$ cat config.mk
export PLATFORM = sky130hd
export DESIGN_NAME = irq_mailbox_ctrl
export DESIGN_NICKNAME = d
export VERILOG_FILES = /design/src/rtl/irq_mbox_pkg.sv /design/src/rtl/mbox_reg.sv /design/src/rtl/coalesce_unit.sv /design/src/rtl/irq_pending.sv /design/src/rtl/irq_mailbox_ctrl.sv
export SDC_FILE = /design/constraint.sdc
export NUM_CORES = 1
export LEC_CHECK = 0
export BUFFER_PORTS_ARGS = -buffer_cell sky130_fd_sc_hd__buf_2
export CORE_ASPECT_RATIO = 1.75
export CORE_MARGIN = 5
export CORE_UTILIZATION = 30
export CTS_CLUSTER_DIAMETER = 100
export CTS_CLUSTER_SIZE = 40
export DETAILED_ROUTE_END_ITERATION = 8
export PLACE_DENSITY = 0.51
export SLEW_MARGIN = 5
export SYNTH_ARGS = -nofsm -noshare
export SYNTH_HDL_FRONTEND = slang
export SYNTH_SLANG_ARGS = --single-unit
$ cat constraint.sdc
create_clock -name clk -period 4.3 [get_ports clk]
set_input_delay 1.29 -clock clk [delete_from_list [all_inputs] [get_ports clk]]
set_output_delay 1.29 -clock clk [all_outputs]
set_load 0.02 [all_outputs]
$ cat src/rtl/irq_mbox_pkg.sv
// Package: shared widths for the interrupt mailbox controller.
// Assumes every user takes its widths from these defaults, or overrides them consistently.
package irq_mbox_pkg;
    localparam int MBOX_W_DEF = 32;
    localparam int CNT_W_DEF  = 8;

    // Selects which threshold set the coalescing unit compares against.
    typedef enum logic {
        SET_NORMAL = 1'b0,
        SET_ISR    = 1'b1
    } thr_set_e;
endpackage

$ cat src/rtl/mbox_reg.sv
// Module: mbox_reg
// Holds the host mailbox and the mask bit.
// Assumes host writes arrive as single-cycle strobes.
module mbox_reg #(
    parameter int MBOX_W = 32
) (
    input  logic              clk,
    input  logic              rst_n,
    input  logic              mbox_wr_en,
    input  logic [MBOX_W-1:0] mbox_wr_data,
    input  logic              mask_wr_en,
    input  logic              mask_wr_data,
    output logic [MBOX_W-1:0] mbox_q,
    output logic              mask_q,
    output logic              busy
);
    // Purpose: load the mailbox on a host write.
    always_ff @(posedge clk) begin
        if (!rst_n)          mbox_q <= '0;
        else if (mbox_wr_en) mbox_q <= mbox_wr_data;
    end

    // Purpose: hold the mask bit, which resets to masked.
    always_ff @(posedge clk) begin
        if (!rst_n)          mask_q <= 1'b1;
        else if (mask_wr_en) mask_q <= mask_wr_data;
    end

    // Purpose: flag that the host is inside its service routine.
    assign busy = (mbox_q != '0);
endmodule

$ cat src/rtl/coalesce_unit.sv
// Module: coalesce_unit
// Counts events, and ticks while events are outstanding. Compares them against the
// selected threshold set and emits a registered one-cycle writeback pulse.
// Assumes thresholds are quasi-static; a zero threshold disables its trigger.
module coalesce_unit
    import irq_mbox_pkg::*;
#(
    parameter int CNT_W = 8
) (
    input  logic             clk,
    input  logic             rst_n,
    input  logic             evt_in,
    input  logic             tick_in,
    input  thr_set_e         sel,
    input  logic [CNT_W-1:0] norm_max_evt,
    input  logic [CNT_W-1:0] norm_max_tick,
    input  logic [CNT_W-1:0] isr_max_evt,
    input  logic [CNT_W-1:0] isr_max_tick,
    output logic             wb_pulse
);
    localparam logic [CNT_W:0] ONE = {{CNT_W{1'b0}}, 1'b1};

    logic [CNT_W-1:0] evt_q, tick_q, lim_evt, lim_tick, evt_nx, tick_nx;
    logic [CNT_W:0]   evt_sum, tick_sum;
    logic             tick_adv, fire;

    // Purpose: pick the active thresholds and form the saturating next counts and the trigger.
    always_comb begin
        lim_evt  = (sel == SET_ISR) ? isr_max_evt  : norm_max_evt;
        lim_tick = (sel == SET_ISR) ? isr_max_tick : norm_max_tick;
        tick_adv = tick_in && (evt_q != '0);
        evt_sum  = {1'b0, evt_q}  + (evt_in   ? ONE : '0);
        tick_sum = {1'b0, tick_q} + (tick_adv ? ONE : '0);
        evt_nx   = evt_sum[CNT_W]  ? '1 : evt_sum[CNT_W-1:0];
        tick_nx  = tick_sum[CNT_W] ? '1 : tick_sum[CNT_W-1:0];
        fire     = ((lim_evt  != '0) && (evt_nx  >= lim_evt))  ||
                   ((lim_tick != '0) && (tick_nx >= lim_tick)) ||
                   ((lim_evt == '0) && (lim_tick == '0) && evt_in);
    end

    // Purpose: advance the counters, restarting them on a writeback.
    always_ff @(posedge clk) begin
        if (!rst_n || fire) begin
            evt_q  <= '0;
            tick_q <= '0;
        end else begin
            evt_q  <= evt_nx;
            tick_q <= tick_nx;
        end
    end

    // Purpose: register the writeback pulse.
    always_ff @(posedge clk) begin
        if (!rst_n) wb_pulse <= 1'b0;
        else        wb_pulse <= fire;
    end
endmodule

$ cat src/rtl/irq_pending.sv
// Module: irq_pending
// Keeps the pending-interrupt flag and drives the active-low interrupt line.
// Assumes a mailbox write takes priority over a writeback in the same cycle.
module irq_pending (
    input  logic clk,
    input  logic rst_n,
    input  logic mbox_wr_en,
    input  logic wr_is_zero,
    input  logic wb_pulse,
    input  logic busy,
    input  logic mask_q,
    output logic irq_n
);
    logic pend_q;

    // Purpose: clear on any mailbox write, then set on a writeback if the mailbox is (or becomes) zero.
    always_ff @(posedge clk) begin
        if (!rst_n)          pend_q <= 1'b0;
        else if (mbox_wr_en) pend_q <= wb_pulse && wr_is_zero;
        else if (wb_pulse && !busy) pend_q <= 1'b1;
    end

    // Purpose: drive the line low only while pending and unmasked.
    assign irq_n = ~(pend_q & ~mask_q);
endmodule

$ cat src/rtl/irq_mailbox_ctrl.sv
// Module: irq_mailbox_ctrl (top)
// Host interrupt mailbox with two-set coalescing and a masked, active-low interrupt line.
// Assumes the host writes the mailbox and the mask through single-cycle strobes.
module irq_mailbox_ctrl
    import irq_mbox_pkg::*;
#(
    parameter int MBOX_W = MBOX_W_DEF,
    parameter int CNT_W  = CNT_W_DEF
) (
    input  logic              clk,
    input  logic              rst_n,
    input  logic              mbox_wr_en,
    input  logic [MBOX_W-1:0] mbox_wr_data,
    input  logic              mask_wr_en,
    input  logic              mask_wr_data,
    input  logic              evt_in,
    input  logic              tick_in,
    input  logic [CNT_W-1:0]  norm_max_evt,
    input  logic [CNT_W-1:0]  norm_max_tick,
    input  logic [CNT_W-1:0]  isr_max_evt,
    input  logic [CNT_W-1:0]  isr_max_tick,
    output logic [MBOX_W-1:0] mbox_value,
    output logic              isr_set_active,
    output logic              wb_pulse,
    output logic              irq_n
);
    logic     mask_q, busy;
    thr_set_e sel;

    mbox_reg #(.MBOX_W(MBOX_W)) u_mbox (
        .clk(clk), .rst_n(rst_n),
        .mbox_wr_en(mbox_wr_en), .mbox_wr_data(mbox_wr_data),
        .mask_wr_en(mask_wr_en), .mask_wr_data(mask_wr_data),
        .mbox_q(mbox_value), .mask_q(mask_q), .busy(busy)
    );

    assign sel            = busy ? SET_ISR : SET_NORMAL;
    assign isr_set_active = (sel == SET_ISR);

    coalesce_unit #(.CNT_W(CNT_W)) u_coal (
        .clk(clk), .rst_n(rst_n),
        .evt_in(evt_in), .tick_in(tick_in), .sel(sel),
        .norm_max_evt(norm_max_evt), .norm_max_tick(norm_max_tick),
        .isr_max_evt(isr_max_evt), .isr_max_tick(isr_max_tick),
        .wb_pulse(wb_pulse)
    );

    irq_pending u_pend (
        .clk(clk), .rst_n(rst_n),
        .mbox_wr_en(mbox_wr_en), .wr_is_zero(mbox_wr_data == '0),
        .wb_pulse(wb_pulse), .busy(busy), .mask_q(mask_q),
        .irq_n(irq_n)
    );
endmodule

==> results of run 1 <==
[metal layers]
layer	track usage (%)	vias to the layer above	routed length (µm)
met4	5.84	0	191
met5	0	-	0
met3	2.53	13	451
li1	-	1368	-
met2	26.8	86	4520
met1	14.7	1258	3090
[report_power, final]
group	switching (mW)	total (mW)	leakage [nW]	internal, mW
clock network	0.168	0.383	0.0669	0.215
logic	0.0977	0.182	1.22	0.0839
registers	0.0167	0.511	0.418	0.495
total	0.282	1.08	1.71	0.794
[layout make-up]
class,instances,area (µm²),area share [%]
clock buffer,6,129,3.50
clock inverter,2,12.5,0.340
inverter,8,30.0,0.815
multi-input combinational,247,1790,48.6
sequential,51,1020,27.7
tap,122,153,4.14
timing repair buffer,108,548,14.9
[flip-flops by register name (all words and copies together), names as in the netlist]
name             cells
u_mbox.mbox_q       32
u_coal.tick_q        8
u_coal.wb_pulse      1
u_coal.evt_q         8
u_pend.pend_q        1
u_mbox.mask_q        1
[placed cells by master (no fill, tap or decap)]
cell,synthesis,layout
and3_1,5,5
nor4b_1,2,2
nand2_1,29,29
nor3_1,14,14
mux2i_1,50,50
and2_1,1,1
inv_1,8,8
nand3_1,11,11
nor4_1,25,25
buf_4,0,3
clkinv_2,0,1
a221oi_1,1,1
a21oi_1,10,10
clkbuf_16,0,5
nor2b_1,33,33
buf_2,3,105
a31oi_1,4,4
or4_1,1,1
nor2_2,1,1
nand4_1,5,5
a211oi_1,1,1
nand2b_1,4,4
a21boi_0,1,1
o22ai_2,1,1
xor2_1,4,4
o21bai_1,1,1
o21ai_0,5,5
clkbuf_1,9,1
a21o_1,2,2
nor4bb_1,4,4
dfxtp_1,51,51
ha_1,20,20
a21oi_4,1,1
and4_1,3,3
o21a_1,3,3
nor2_1,5,5
clkinvlp_4,0,1
[critical path: stages]
cell	delay (ps)
buf_2	70
a21boi_0	210
ha_1	250
ha_1	320
a21oi_1	140
ha_1	300
nand2b_1	140
a211oi_1	230
o21bai_1	100
a221oi_1	340
o22ai_2	330
nor4b_1	350
[metrics by stage]
step | utilization (%) | setup slack [ps] | cell area (µm²) | power [mW] | instances
6_report | 38.9 | 414 | 3680 | 1.08 | 544
3_3_place_gp | 37.4 | 121 | 3540 | 0.705 | 536
2_1_floorplan | - | 520 | 2910 | 0.625 | 320
4_1_cts | 38.9 | 371 | 3680 | 1.10 | 544
3_5_place_dp | 37.4 | 88.7 | 3540 | 0.708 | 536
5_1_grt | 38.9 | 101 | 3680 | 1.13 | 544
[cells in the mapped netlist, types with 8 or more instances]
master / n / area (µm²)
nand2_1: 29 / 109
nor4_1: 25 / 156
a21oi_1: 10 / 50.1
ha_1: 20 / 250
clkbuf_1: 9 / 33.8
inv_1: 8 / 30.0
nand3_1: 11 / 55.1
nor2b_1: 33 / 206
dfxtp_1: 51 / 1020
nor3_1: 14 / 70.1
mux2i_1: 50 / 500
[cell families (layout without fill, tap and decap cells)]
family                   Yosys count  after routing
AND/OR/NAND/NOR                  143            143
AO/OA/AOI/OAI                     30             30
XOR/XNOR                           4              4
buffers and inverters             22            124
adder cells (fa/ha/maj)           20             20
flip-flops                        51             51
multiplexers                      50             50
[worst max path at each step]
stage,end,cells after the start
4_1_cts,u_coal.tick_q[0],12
3_5_place_dp,u_coal.tick_q[0],12
3_3_place_gp,u_coal.tick_q[0],12
6_report,u_coal.tick_q[0],12
2_1_floorplan,u_coal.evt_q[1],13
5_1_grt,u_coal.tick_q[0],12
==> results.ini, run 1 <==
[cells_and_area]
fillCellCount=990
final_nets=512
drive_above_1_share_pct=28.0
syn_to_final_growth_pct=26.5
insertedDiodeCount=0

[global_routing]
grt_pass1_wl_um=13600
antenna_found_initial=0
grt_overflow=0
track_usage_pct=14.0
grt_pass1_vias=2871
grt_start_max_net_pins=52

[pwr]
leakagePower_nw=1.71
peakVddDrop_mv=0.204
powerDensity_nw_per_um2=292

[drt]
dr.pass1.iters=4
wl_per_cell_um=15.2
vias_per_cell=5.01
wirelength_um=8250
drcViolationCount=0
antenna_left=0
vias=2725
drt_iter0_drc=58

[floorplan]
die_w_um=84.5
coreArea_um2=9470
rows=47
dieArea_um2=11900
die_h_um=140
initial_core_util_pct=30.8
ios=106

[synthesis]
ys_async_sr_fraction_pct=0
synthAdderAreaFrac_pct=8.59
synthFlopType=dfxtp_1
synth-compound-area-share_pct=6.79
synthMuxAreaShare_pct=17.2
synth_cell_types=34
ys_ff_latch=51
synthCells=320
synthSimpleGateAreaFrac_pct=27.7
avgSynthCellArea_um2=9.10
syn_area_um2=2910
ys_seq_area_share_pct=35.1
synth_top_family_by_area=simple AND/OR/NAND/NOR gates
syn_nets=411
yosysWarnings=0
synth_edf_count=0
synthXorXnorAreaFrac_pct=1.20

[timing]
setup_viol=0
rsz0062_at_grt=no
skew_ps=5.52
period_share_pct=90.4
setup_tns_ps=0
hold_viol_final=0
fin_hold_ws_ps=466
maxSlewViolCount=0
fin_crit_ps=3890
tightest_slew_ps=776
max_freq_mhz=257
max-slew-margin-rel_pct=48.2

[clock_tree]
clock-sinks=51
ctsResizeCount=0
clkTransAtPathRegs_ps=70
root_buffer=clkbuf_16
cts_tree=yes
clock_path_buffers=2
htree_levels=2
postCtsSetupRepairBufs=0
hold_buffers=0
insertion_delay_ps=290
numCtsBuffers=5

[critical_path]
r2r_start=u_coal.evt_q[5]
cp_max_fo=17
crit_type=primary input to register
cp-start-kind=primary input
r2r_end=u_coal.tick_q[0]
critical_path_arrival_ps=4070
reg2regPathDepth=12
cp_data_required_time_ps=4490
reg2reg_slack_ps=810
cp-end-kind=register
cp-startpoint=tick_in

[placed_design]
gp_congestion=0.842
hpwl_um=6700
port-buffer-count=105

[worst_hold_path]
hold_path_class=register to register
min-delay-start=u_mbox.mask_q
hold_depth=2
min_to=u_mbox.mask_q

[run_status]
status=finished, final reports clean

[run]
max-cap-violations=0

No activity file was read; power rests on OpenSTA's default activity.
==> run 2: changes to the inputs <==
REMOVE_ABC_BUFFERS = 1   (was default)
==> run 2 against run 1 <==
Against the previous run: critical path depth stayed put; clock power is 1% lower; non-clock buffer count stayed put; critical path type unchanged; largest cell class unchanged; critical endpoint is now u_coal.evt_q[2].
==> results.ini, run 2 (synthesis results as in run 1) <==
[global_routing]
grt_start_max_net_pins=52  ; unchanged
antenna_found_initial=0  ; unchanged
grt_overflow=0  ; unchanged
grt_pass1_vias=2756  ; -4.0%
track_usage_pct=13.3  ; -0.75 points
grt_pass1_wl_um=13000  ; -4.3%

[clock_tree]
htree_levels=2  ; unchanged
clock_path_buffers=2  ; unchanged
clkTransAtPathRegs_ps=60  ; about the same
numCtsBuffers=5  ; unchanged
insertion_delay_ps=290  ; about the same
root_buffer=clkbuf_16
cts_tree=yes
clock-sinks=51  ; unchanged

[timing]
tightest_slew_ps=787  ; +10.9 ps
setup_tns_ps=0  ; unchanged
max-slew-margin-rel_pct=47.5  ; -0.73 points
maxSlewViolCount=0  ; unchanged
setup_viol=0  ; unchanged
rsz0062_at_grt=no
period_share_pct=90.1  ; -0.26 points
hold_viol_final=0  ; unchanged
fin_crit_ps=3880  ; -11.3 ps
skew_ps=7.88  ; +2.36 ps
max_freq_mhz=258  ; +0.29%

[worst_hold_path]
min_to=u_mbox.mask_q
hold_depth=2  ; unchanged
hold_path_class=register to register
min-delay-start=u_mbox.mask_q

[placed_design]
place_inst=536  ; unchanged
hpwl_um=6460  ; -3.5%
port-buffer-count=105  ; unchanged
gp_congestion=0.838  ; -0.49%

[critical_path]
cp-end-kind=register
r2r_end=u_coal.evt_q[2]
path_cells=buf_2, a21boi_0, ha_1, ha_1, a21oi_1, ha_1, nand2b_1, a211oi_1, o21bai_1, a221oi_1, o22ai_4, nor4bb_2
cp_max_fo=17  ; unchanged
critical_path_arrival_ps=4060  ; about the same
crit_type=primary input to register
reg2reg_slack_ps=810  ; about the same
r2r_start=u_mbox.mbox_q[16]
reg2regPathDepth=13  ; +1
cpPeakStageDelay_ps=430  ; +80 ps
cp_data_required_time_ps=4490  ; about the same
cp-start-kind=primary input
cp_slowest_cell=a221oi_1
cp_common_cell=ha_1

[cells_and_area]
top_register=u_mbox.mbox_q
layout_common_cells=buf_2 (105), dfxtp_1 (51), mux2i_1 (50)
regArea_um2=1020  ; unchanged
syn_to_final_growth_pct=26.9
fillCellCount=1006  ; +1.6%
largest_reg_flops=32  ; unchanged
reg_top3=u_mbox.mbox_q x32, u_coal.evt_q x8, u_coal.tick_q x8
mostFrequentLayoutCell=buf_2
final_util_pct=39.1  ; +0.15 points
drive_above_1_share_pct=28.2  ; +0.24 points
final_nets=512  ; unchanged
insertedDiodeCount=0  ; unchanged
multiInputGateArea_um2=1800  ; +0.77%
fin_cells=544  ; unchanged

[drt]
vias=2689  ; -1.3%
antenna_left=0  ; unchanged
drt_iter0_drc=67  ; +16%
drcViolationCount=0  ; unchanged
wl_per_cell_um=14.6  ; -3.5%
vias_per_cell=4.94  ; -1.3%
wirelength_um=7960  ; -3.5%
dr.pass1.iters=5  ; +1

[floorplan]
dieArea_um2=11900  ; unchanged
ios=106  ; unchanged
initial_core_util_pct=30.8  ; unchanged
coreArea_um2=9470  ; unchanged
die_h_um=140  ; unchanged
die_w_um=84.5  ; unchanged
rows=47  ; unchanged

[run_status]
status=finished, final reports clean

[pwr]
leakagePower_nw=1.71  ; about the same
powerDensity_nw_per_um2=290  ; -0.74%
peakVddDrop_mv=0.147  ; -28%

[run]
max-cap-violations=0  ; unchanged

-- run 2: worst max path at each step --
stage,start,end,slack [ps],cells past startpoint
2_1_floorplan,u_mbox.mbox_q[25],u_coal.evt_q[0],600,13
4_1_cts,tick_in,u_coal.evt_q[2],300,12
6_report,tick_in,u_coal.evt_q[2],420,12
3_5_place_dp,tick_in,u_coal.evt_q[2],30,12
5_1_grt,tick_in,u_coal.tick_q[0],40,12
3_3_place_gp,tick_in,u_coal.tick_q[0],180,12
-- run 2: cell type report --
cell class                      count  area share (%)
Tap cell                          122            4.13
Multi-Input combinational cell    247            48.8
Clock buffer                        6            3.49
Sequential cell                    51            27.6
Inverter                            8           0.812
Timing Repair Buffer              108            14.8
Clock inverter                      2           0.338
-- run 2: power by group --
group	switching (mW)	internal, mW
registers	0.0160	0.495
clock network	0.165	0.215
logic	0.0976	0.0841
total	0.278	0.794
-- run 2: worst max-delay path: cells and delay by family --
family	cells	cell delay, ps
AND/OR/NAND/NOR	2	460
buffers and inverters	1	80
AO/OA/AOI/OAI	6	1350
adder cells (fa/ha/maj)	3	870
-- run 2: what timing repair did --
item | CTS | global route
endpoints found under the setup margin | 0 | 2
setup buffers | 0 | 0
hold buffers | 0 | 0
gates resized for setup | 0 | 2
-- run 2: metal layers --
metal	GRT usage (%)	routed length, µm	share of wire, %
met5	0	0	0
met4	5.50	163	2.0
met3	2.23	450	5.7
met2	25.1	4280	54
met1	14.3	3070	39
-- run 2: per-stage QoR --
step | hold WS (ps) | area, µm² | setup WS [ps] | power [mW]
final | 468 | 3700 | 425 | 1.07
after detailed placement | 448 | 3540 | 31.7 | 0.706
after CTS | 468 | 3680 | 304 | 1.09
after global placement | 452 | 3540 | 183 | 0.703
after global routing | 498 | 3700 | 36.6 | 1.13
after floorplan | 431 | 2840 | 598 | 0.614
==> run 3: changes to the inputs <==
BUFFER_PORTS_ARGS = -buffer_cell sky130_fd_sc_hd__clkbuf_2   (was -buffer_cell sky130_fd_sc_hd__buf_2)
==> run 3 against run 2 <==
Against the previous run: maximum frequency down 0.34%; global-route usage up 0.29 points; critical path depth unchanged; power up 7.6%; critical path type unchanged; critical endpoint unchanged; highest routed layer unchanged.
==> results.ini, run 3 (synthesis results as in run 1) <==
[placed_design]
hpwl_um=6530  ; +1.0%
gp_congestion=0.871  ; +3.9%
port-buffer-count=105  ; unchanged
place_ws_ps=67.0  ; +35.3 ps
place_inst=536  ; unchanged
place_area_um2=3540  ; unchanged

[critical_path]
crit_type=primary input to register
crit_buf_inv=1  ; unchanged
r2r_start=u_coal.evt_q[5]
cp_common_cell=ha_1
path_cells=clkbuf_2, a21boi_0, ha_1, ha_1, a21oi_1, ha_1, nand2b_1, a211oi_1, o21bai_1, a221oi_1, o22ai_2, nor4bb_1
critical_path_arrival_ps=4070  ; about the same
cp-start-kind=primary input
reg2reg_slack_ps=800  ; about the same
cp_slowest_cell=nor4bb_1
crit_family=compound AO/OA/AOI/OAI gates
reg2regPathDepth=12  ; -1
r2r_end=u_coal.evt_q[2]
cpPeakStageDelay_ps=380  ; -50 ps
cp-end-kind=register
cp_max_fo=17  ; unchanged
cp_data_required_time_ps=4480  ; about the same

[floorplan]
initial_core_util_pct=30.8  ; unchanged
ios=106  ; unchanged
dieArea_um2=11900  ; unchanged
die_w_um=84.5  ; unchanged
die_h_um=140  ; unchanged
coreArea_um2=9470  ; unchanged
rows=47  ; unchanged

[global_routing]
grt_overflow=0  ; unchanged
grt_pass1_wl_um=13200  ; +1.9%
antenna_found_initial=0  ; unchanged
track_usage_pct=13.6  ; +0.29 points
grt_pass1_vias=2740  ; -0.58%
grt_start_max_net_pins=52  ; unchanged

[cells_and_area]
reg_top3=u_mbox.mbox_q x32, u_coal.evt_q x8, u_coal.tick_q x8
final_nets=512  ; unchanged
mostFrequentLayoutCell=clkbuf_2
fin_cells=544  ; unchanged
layout_common_cells=clkbuf_2 (105), dfxtp_1 (51), mux2i_1 (50)
top_register=u_mbox.mbox_q
final_area_um2=3720  ; +0.51%
syn_to_final_growth_pct=27.6
insertedDiodeCount=0  ; unchanged
drive_above_1_share_pct=28.2  ; unchanged
largest_reg_flops=32  ; unchanged
fillCellCount=984  ; -2.2%

[timing]
period_share_pct=90.4  ; +0.31 points
fin_crit_ps=3890  ; +13.3 ps
maxSlewViolCount=0  ; unchanged
tightest_slew_ps=875  ; +88.1 ps
setup_viol=0  ; unchanged
setup_tns_ps=0  ; unchanged
max-slew-margin-rel_pct=41.6  ; -5.9 points
rsz0062_at_grt=no
hold_viol_final=0  ; unchanged
max_freq_mhz=257  ; -0.34%
setup_ws_ps=412  ; -13.3 ps
skew_ps=2.43  ; -5.44 ps

[clock_tree]
ctsResizeCount=0  ; unchanged
clock-sinks=51  ; unchanged
hold_buffers=0  ; unchanged
htree_levels=2  ; unchanged
postCtsSetupRepairBufs=0  ; unchanged
clock_path_buffers=2  ; unchanged
root_buffer=clkbuf_16
clkTransAtPathRegs_ps=70  ; about the same
insertion_delay_ps=290  ; about the same
numCtsBuffers=5  ; unchanged
cts_tree=yes

[worst_hold_path]
min-delay-start=u_mbox.mask_q
hold_depth=2  ; unchanged
hold_path_class=register to register
min_to=u_mbox.mask_q

[drt]
drcViolationCount=0  ; unchanged
vias_per_cell=4.99  ; +1.0%
wl_per_cell_um=14.9  ; +1.5%
dr.pass1.iters=4  ; -1
antenna_left=0  ; unchanged
wirelength_um=8080  ; +1.5%
drt_iter0_drc=67  ; unchanged
vias=2717  ; +1.0%

[run_status]
status=finished, final reports clean

[pwr]
p_total_mw=1.15  ; +7.6%
leakagePower_nw=1.73  ; +1.1%
powerDensity_nw_per_um2=310  ; +7.1%
peakVddDrop_mv=0.224  ; +52%

[run]
max-cap-violations=0  ; unchanged

[run 3: layout make-up]
class,count,area (µm²),share of cell area [%]
clock buffer,6,139,3.74
clock inverter,2,35.0,0.943
inverter,8,30.0,0.808
multi-input combinational,247,1790,48.2
sequential,51,1020,27.5
tap,122,153,4.11
timing repair buffer,108,548,14.7
[run 3: worst max-delay path by stage]
stage | endpoint | slack (ps) | cells after the start | from
6_report | u_coal.evt_q[2] | 410 | 12 | tick_in
5_1_grt | u_coal.evt_q[2] | 30 | 12 | tick_in
4_1_cts | u_coal.evt_q[2] | 370 | 12 | tick_in
3_5_place_dp | u_coal.evt_q[2] | 70 | 12 | tick_in
3_3_place_gp | u_coal.tick_q[0] | 180 | 12 | tick_in
2_1_floorplan | u_coal.evt_q[0] | 600 | 13 | u_mbox.mbox_q[25]
[run 3: power by group]
group          switching, mW  internal (mW)
logic                 0.0969         0.0835
registers             0.0166          0.495
clock network          0.172          0.289
[run 3: tightest hold or removal path, cell delays in order, from the launching register on]
cell	delay (ps)
dfxtp_1	320
mux2i_1	70
nand2_1	60
[run 3: per-layer routing]
metal / GRT usage [%] / share of wire [%]
met1: 14.5 / 38
met2: 25.7 / 54
met3: 2.53 / 5.6
met4: 5.34 / 2.1
met5: 0 / 0
[run 3: through the flow]
step	hold WS (ps)	util (%)
6_report	475	39.2
5_1_grt	501	39.2
4_1_cts	470	39.2
3_5_place_dp	453	37.4
3_3_place_gp	453	37.4
2_1_floorplan	431	-
